### config.mk
export PLATFORM = sky130hd
export DESIGN_NAME = ccd_timing_gen
export DESIGN_NICKNAME = d
export VERILOG_FILES = /design/src/rtl/ccdtg_pkg.sv /design/src/rtl/ccdtg_counters.sv /design/src/rtl/ccdtg_hgen.sv /design/src/rtl/ccdtg_vgen.sv /design/src/rtl/ccd_timing_gen.sv
export SDC_FILE = /design/constraint.sdc
export NUM_CORES = 1
export LEC_CHECK = 0
export ABC_CLOCK_PERIOD_IN_PS = 18850
export CORE_ASPECT_RATIO = 1.1
export CORE_UTILIZATION = 55
export CTS_CLUSTER_DIAMETER = 40
export DETAILED_ROUTE_END_ITERATION = 10
export GPL_TIMING_DRIVEN = 1
export PLACE_DENSITY = 0.73
export SYNTH_ARGS = -nofsm -noshare
export SYNTH_HDL_FRONTEND = slang
export SYNTH_SLANG_ARGS = --single-unit
### constraint.sdc
create_clock -name clk -period 18.85 [get_ports clk]
set_input_delay 2.8275 -clock clk [delete_from_list [all_inputs] [get_ports clk]]
set_output_delay 2.8275 -clock clk [all_outputs]
set_load 0.1 [all_outputs]
### src/rtl/ccdtg_pkg.sv
package ccdtg_pkg;

    typedef enum logic [1:0] {
        RGN_NONE  = 2'd0,
        RGN_DUMMY = 2'd1,
        RGN_BLACK = 2'd2,
        RGN_EFF   = 2'd3
    } region_e;

    typedef struct packed {
        logic p1;
        logic p2;
        logic p3;
    } vphase_t;

    localparam int      VT_STEPS = 6;
    localparam vphase_t VP_REST  = vphase_t'(3'b100);
    localparam vphase_t VP_HOLD  = vphase_t'(3'b010);

    function automatic vphase_t vt_step(input int idx);
        case (idx)
            0:       return vphase_t'(3'b110);
            1:       return vphase_t'(3'b010);
            2:       return vphase_t'(3'b011);
            3:       return vphase_t'(3'b001);
            4:       return vphase_t'(3'b101);
            default: return VP_REST;
        endcase
    endfunction

endpackage

### src/rtl/ccdtg_counters.sv
module ccdtg_counters #(
    parameter int LINE_PIX   = 1616,
    parameter int LINES_NORM = 1044,
    parameter int LINES_DBL  = 522,
    parameter int HW         = 11,
    parameter int LW         = 11
) (
    input  logic          clk,
    input  logic          rst,
    input  logic          dbl_in,
    input  logic [LW-1:0] shut_in,
    output logic [1:0]    sub_o,
    output logic [HW-1:0] pix_o,
    output logic [LW-1:0] line_o,
    output logic          dbl_o,
    output logic [LW-1:0] shut_o
);
    logic [LW-1:0] last_line;
    logic          pix_last;
    logic          line_last;

    always_comb begin
        last_line = dbl_o ? LW'(LINES_DBL - 1) : LW'(LINES_NORM - 1);
        pix_last  = (sub_o == 2'd3) && (pix_o == HW'(LINE_PIX - 1));
        line_last = pix_last && (line_o == last_line);
    end

    always_ff @(posedge clk) begin
        if (rst) begin
            sub_o  <= 2'd0;
            pix_o  <= '0;
            line_o <= '0;
            dbl_o  <= dbl_in;
            shut_o <= shut_in;
        end else begin
            sub_o <= sub_o + 2'd1;
            if (sub_o == 2'd3) begin
                pix_o <= pix_last ? '0 : pix_o + HW'(1);
            end
            if (pix_last) begin
                line_o <= line_last ? '0 : line_o + LW'(1);
            end
            if (line_last) begin
                dbl_o  <= dbl_in;
                shut_o <= shut_in;
            end
        end
    end
endmodule

### src/rtl/ccdtg_hgen.sv
module ccdtg_hgen
    import ccdtg_pkg::*;
#(
    parameter int LINE_PIX   = 1616,
    parameter int HD_PIX     = 16,
    parameter int H_DUMMY    = 24,
    parameter int H_OB_LEAD  = 4,
    parameter int H_EFF      = 1300,
    parameter int H_OB_TRAIL = 56,
    parameter int V_DUMMY    = 1,
    parameter int V_OB_LEAD  = 3,
    parameter int V_EFF      = 1030,
    parameter int V_OB_TRAIL = 1,
    parameter int HW         = 11,
    parameter int LW         = 11
) (
    input  logic [1:0]    sub,
    input  logic [HW-1:0] pix,
    input  logic [LW-1:0] line,
    input  logic          dbl,
    output logic          hd,
    output logic          h1,
    output logic          h2,
    output logic          rg,
    output region_e       region
);
    localparam int WIN_LEN   = H_DUMMY + H_OB_LEAD + H_EFF + H_OB_TRAIL;
    localparam int WIN_START = LINE_PIX - WIN_LEN;
    localparam int ROWS      = V_DUMMY + V_OB_LEAD + V_EFF + V_OB_TRAIL;
    localparam int EFF_ROW0  = V_DUMMY + V_OB_LEAD;
    localparam int EFF_COL0  = H_DUMMY + H_OB_LEAD;

    int   hi, vi, row, pos;
    logic active, row_dummy, row_eff, col_dummy, col_eff;

    always_comb begin
        hi        = int'(pix);
        vi        = int'(line);
        row       = dbl ? 2 * (vi - 1) : vi - 1;
        pos       = hi - WIN_START;
        active    = (vi != 0) && (row < ROWS) && (hi >= WIN_START);
        row_dummy = row < V_DUMMY;
        row_eff   = (row >= EFF_ROW0) && (row < EFF_ROW0 + V_EFF);
        col_dummy = pos < H_DUMMY;
        col_eff   = (pos >= EFF_COL0) && (pos < EFF_COL0 + H_EFF);
        if (!active)                    region = RGN_NONE;
        else if (row_dummy || col_dummy) region = RGN_DUMMY;
        else if (row_eff && col_eff)    region = RGN_EFF;
        else                            region = RGN_BLACK;
        h1 = active && !sub[1];
        h2 = !active || sub[1];
        rg = active && (sub == 2'd0);
        hd = hi < HD_PIX;
    end
endmodule

### src/rtl/ccdtg_vgen.sv
module ccdtg_vgen
    import ccdtg_pkg::*;
#(
    parameter int VT_START  = 24,
    parameter int VT_STEP   = 16,
    parameter int SG_START  = 40,
    parameter int SG_PRE    = 81,
    parameter int SG_LEN    = 683,
    parameter int SG_POST   = 102,
    parameter int SUB_START = 200,
    parameter int SUB_PIX   = 8,
    parameter int HW        = 11,
    parameter int LW        = 11
) (
    input  logic [HW-1:0] pix,
    input  logic [LW-1:0] line,
    input  logic          dbl,
    input  logic [LW-1:0] shut,
    output logic          vd,
    output vphase_t       vph,
    output logic          sg,
    output logic          sub_pulse
);
    localparam int SG_END = SG_START + SG_PRE + SG_LEN + SG_POST;
    localparam int CORE0  = SG_START + SG_PRE;
    localparam int CORE1  = CORE0 + SG_LEN;
    localparam int VT_ONE = VT_STEPS * VT_STEP;

    int   hi, vi, rel, step_num;
    logic in_vt;

    always_comb rel = int'(pix) - VT_START;

    generate
        if (VT_STEP == 1) begin : g_unit_step
            always_comb step_num = rel;
        end else begin : g_div_step
            always_comb step_num = rel / VT_STEP;
        end
    endgenerate

    always_comb begin
        hi    = int'(pix);
        vi    = int'(line);
        vd    = (vi == 0);
        in_vt = (rel >= 0) && (rel < (dbl ? 2 * VT_ONE : VT_ONE));
        sg    = vd && (hi >= CORE0) && (hi < CORE1);
        if (vd)         vph = ((hi >= SG_START) && (hi < SG_END)) ? VP_HOLD : VP_REST;
        else if (in_vt) vph = vt_step(step_num % VT_STEPS);
        else            vph = VP_REST;
        sub_pulse = !vd && (vi < int'(shut))
                    && (hi >= SUB_START) && (hi < SUB_START + SUB_PIX);
    end
endmodule

### src/rtl/ccd_timing_gen.sv
module ccd_timing_gen
    import ccdtg_pkg::*;
#(
    parameter int LINE_PIX   = 1616,
    parameter int LINES_NORM = 1044,
    parameter int LINES_DBL  = 522,
    parameter int HD_PIX     = 16,
    parameter int H_DUMMY    = 24,
    parameter int H_OB_LEAD  = 4,
    parameter int H_EFF      = 1300,
    parameter int H_OB_TRAIL = 56,
    parameter int V_DUMMY    = 1,
    parameter int V_OB_LEAD  = 3,
    parameter int V_EFF      = 1030,
    parameter int V_OB_TRAIL = 1,
    parameter int VT_START   = 24,
    parameter int VT_STEP    = 16,
    parameter int SG_START   = 40,
    parameter int SG_PRE     = 81,
    parameter int SG_LEN     = 683,
    parameter int SG_POST    = 102,
    parameter int SUB_START  = 200,
    parameter int SUB_PIX    = 8,
    localparam int HW        = $clog2(LINE_PIX),
    localparam int LW        = $clog2(LINES_NORM + 1)
) (
    input  logic          clk,
    input  logic          rst,
    input  logic          dbl_mode,
    input  logic [LW-1:0] shut_line,
    output logic          hd,
    output logic          vd,
    output logic          h1,
    output logic          h2,
    output logic          rg,
    output logic          v1,
    output logic          v2,
    output logic          v3,
    output logic          sg,
    output logic          sub_pulse,
    output logic [1:0]    pix_region
);
    logic [1:0]    sub_q;
    logic [HW-1:0] pix_q;
    logic [LW-1:0] line_q;
    logic          dbl_q;
    logic [LW-1:0] shut_q;
    region_e       region;
    vphase_t       vph;

    ccdtg_counters #(
        .LINE_PIX(LINE_PIX), .LINES_NORM(LINES_NORM), .LINES_DBL(LINES_DBL),
        .HW(HW), .LW(LW)
    ) u_cnt (
        .clk(clk), .rst(rst), .dbl_in(dbl_mode), .shut_in(shut_line),
        .sub_o(sub_q), .pix_o(pix_q), .line_o(line_q),
        .dbl_o(dbl_q), .shut_o(shut_q)
    );

    ccdtg_hgen #(
        .LINE_PIX(LINE_PIX), .HD_PIX(HD_PIX),
        .H_DUMMY(H_DUMMY), .H_OB_LEAD(H_OB_LEAD), .H_EFF(H_EFF), .H_OB_TRAIL(H_OB_TRAIL),
        .V_DUMMY(V_DUMMY), .V_OB_LEAD(V_OB_LEAD), .V_EFF(V_EFF), .V_OB_TRAIL(V_OB_TRAIL),
        .HW(HW), .LW(LW)
    ) u_hgen (
        .sub(sub_q), .pix(pix_q), .line(line_q), .dbl(dbl_q),
        .hd(hd), .h1(h1), .h2(h2), .rg(rg), .region(region)
    );

    ccdtg_vgen #(
        .VT_START(VT_START), .VT_STEP(VT_STEP),
        .SG_START(SG_START), .SG_PRE(SG_PRE), .SG_LEN(SG_LEN), .SG_POST(SG_POST),
        .SUB_START(SUB_START), .SUB_PIX(SUB_PIX), .HW(HW), .LW(LW)
    ) u_vgen (
        .pix(pix_q), .line(line_q), .dbl(dbl_q), .shut(shut_q),
        .vd(vd), .vph(vph), .sg(sg), .sub_pulse(sub_pulse)
    );

    assign v1         = vph.p1;
    assign v2         = vph.p2;
    assign v3         = vph.p3;
    assign pix_region = region;
endmodule

==> summary.md <==
| Metric | Value |
|---|---|
| Relative slew slack | 29.09% |
| Mapped Cells | 963 |
| Non-Filler Instances | 1096 |
| Critical Path Sink Type | output port |
| # rows | 42 |
| Delay-heaviest family, CP | compound AO/OA/AOI/OAI gates |
| Largest family of logic cells by synthesized area | simple AND/OR/NAND/NOR gates |
| Mapped Area | 0.006789 sq mm |
| Status | complete, no violations |
| CTS resizes | 0 |
| Post-Syn Nets | 1013 |
| CTS hold repair buffers | 0 |
| Vias per cell | 6.407 |
| Port bufs | 25 |
| Post-synth cell types | 104 |
| Dpl cells | 1088 |
| Post-route setup TNS | 0 ns |
| Buffers & Inverters on Critical Path | 1 |
| Routability cong. | 0.9240 |
| Fin crit share | 90.43% |
| Maximum fanout along the worst path | 17 |
| Chip Width | 107.9 microns |
| Post-synthesis sequential area ratio | 12.38% |
| Area share of the largest cell type after synthesis | 7.077% |
| Final hold violations | 0 |
| Post-synthesis mux area share | 2.709% |
| Worst VDD drop | 83.61 uV |
| Final Critical Period | 17.05 ns |
| DRC | 0 |
| Slew @ Worst Pin | 1.034 ns |
| Clk_lat worst skew | 0.29 ns |
| Critical path launch point type | flip-flop |
| DP Worst Slack | 2.278 ns |
| Dpl cell area | 0.007028 sq mm |
| Max Cap Violations | 0 |
| Grt ovf | 0 |
| Vias in the first global route | 6320 |
| Worst min path class | flip-flop to flip-flop |
| Nets | 991 |
| Max stage delay cell, worst path | clkdlybuf4s50_1 |
| Post-Synth Adder-Cell Area | 6.635% |
| WP data arrival | 14.22 ns |
| Final wirelength | 16.95 mm |
| First-pass GRT wire length | 29.06 mm |
| Clk pin slew, worst setup/hold paths | 0.06 ns |
| Crit Path Category | flip-flop to output port |
| Initial antenna violation count | 0 |
| Yosys top cell by area | dfxtp_1 |
| WL/cell | 15.47 microns |
| Top cells by area, synth | dfxtp_1 (7.1%), xnor2_1 (7.0%), ha_1 (6.6%) |
| Most used cell, CP | a21oi_1 |
| I/O pin total | 26 |
| Pin count of the biggest net entering global routing | 39 |
| Synth warn | 0 |
| Tot GR Track Use | 27.10% |
| Final setup violation count | 0 |
| Number of synthesized flops with an enable pin | 12 |
| Die Ht | 118.5 microns |
| Setup bufs post-CTS | 0 |
| TritonCTS Sinks | 36 |
| Detail Route Antenna Nets | 0 |
| Compound-Gate Fraction of Synth Area | 28.84% |
| H-tree depth | 2 |
| Max-slew violations | 0 |
| Design area | 0.007172 sq mm |
| Top_reg_cell synth | dfxtp_1 |
| Simple-gate share of the synthesized area | 31.51% |
| CP max stage delay | 1.15 ns |
| DIE AREA | 0.01279 sq mm |
| Initial Util | 56.42% |
| CTS tree | yes |
| Commonest non-fill, non-tap cell in the layout | nand2_1 |
| Syn avg cell area | 7.050 sq um |
| N_diodes | 0 |
| RSZ-0062 raised after global routing | no |
| Most frequent cells in the layout | nand2_1 (100), nor2_1 (96), xnor2_1 (54), inv_1 (49), nor3_1 (48) |
| Syn-to-layout area delta | 5.640% |
| Synth Area in XOR/XNOR | 11.43% |
| Static leakage | 0.002721 uW |
| Worst Path Required | 16.02 ns |
| Initial DRT Pass Iterations | 5 |
| Final setup margin | 1.804 ns |
| Max Clk Rate | 58.66 MHz |
| Pwr per Cell Area | 24.08 mW/mm^2 |
| Initial drt markers | 559 |
| Layout cells sized above 1 | 7.113% |
| Vias after detailed routing | 7022 |
| Root Driver | clkbuf_16 |
| Cts bufs inserted | 5 |
| FFs w/ async S/R, synth | 0% |
| Core area | 0.01203 sq mm |
| Synth Register Bits | 36 |
| Layout Skew | 0.004569 ns |
| Post-DP HPWL | 12.82 mm |
| CTS max path bufs | 2 |
stage by stage:
stage	utilization (%)	power, uW	hold slack (ns)
finish	59.60	172.7	0.4449
global route	59.60	178.2	0.4640
CTS	59.60	175.5	0.4509
detailed placement	58.40	93.36	0.4376
global placement	58.40	93.14	0.4319
floorplan	-	89.17	0.4154
power by group:
part           internal [uW]  switching (uW)
clock network           48.6            32.6
registers               82.4            1.21
logic                   4.26            3.70
flip-flops by register name, indices dropped and copies added (netlist names):
name,cells
u_cnt.dbl_o,1
u_cnt.shut_o,11
u_cnt.pix_o,11
u_cnt.line_o,11
u_cnt.sub_o,2
path summary, 6_finish.rpt:
kind,start,end,slack (ns),cells past startpoint
hold / removal,u_cnt.sub_o[0],u_cnt.sub_o[0],0.44,1
setup reg to reg,u_cnt.pix_o[6],u_cnt.shut_o[5],15.93,5
setup / recovery,u_cnt.pix_o[4],v3,1.80,44
hold reg to reg,u_cnt.sub_o[0],u_cnt.sub_o[0],0.44,1
cells in the mapped netlist (5+ instances only):
cell type / number
xnor2_1: 54
edfxtp_1: 12
or4_1: 5
dfxtp_1: 24
nor2b_1: 7
and3_1: 13
inv_1: 49
nand4_1: 14
o21ai_0: 46
mux2i_1: 9
nor4_1: 13
ha_1: 36
a2111oi_0: 6
nand2b_1: 17
o31ai_1: 13
o2bb2ai_1: 5
a21oi_1: 43
xor2_1: 27
mux2_2: 7
a31oi_1: 9
a211oi_1: 15
or2_2: 6
a21o_1: 6
o22ai_1: 7
or3_1: 17
nor2_1: 96
and2_1: 16
nor3_1: 48
clkbuf_1: 44
nand2_1: 100
o21a_1: 6
buf_2: 7
a311oi_1: 5
nand3b_1: 6
nand3_1: 39
o211ai_1: 16
layer usage:
metal	global-route usage, %	wire length, microns	up-vias
li1	-	-	3513
met1	35.39	7680	3238
met2	46.07	8070	234
met3	2.261	828	37
met4	9.760	371	0
met5	0	0	-
layout make-up:
class	instances	area, sq um
multi-input combinational	816	5512
fill	1165	4862
sequential	36	840.8
timing repair buffer	30	287.8
inverter	52	195.2
tap	154	192.7
clock buffer	5	125.1
clock inverter	3	18.77
cell families (layout without fill, tap and decap cells):
family	Yosys count	after routing
buffers and inverters	111	90
xor gates and xnor gates	84	84
and+or+nand+nor	422	422
AOI/OAI and AO/OA	257	257
adders and majority gates	36	36
muxes	17	17
DFF	36	36
Power figures use the tool's default switching activity.
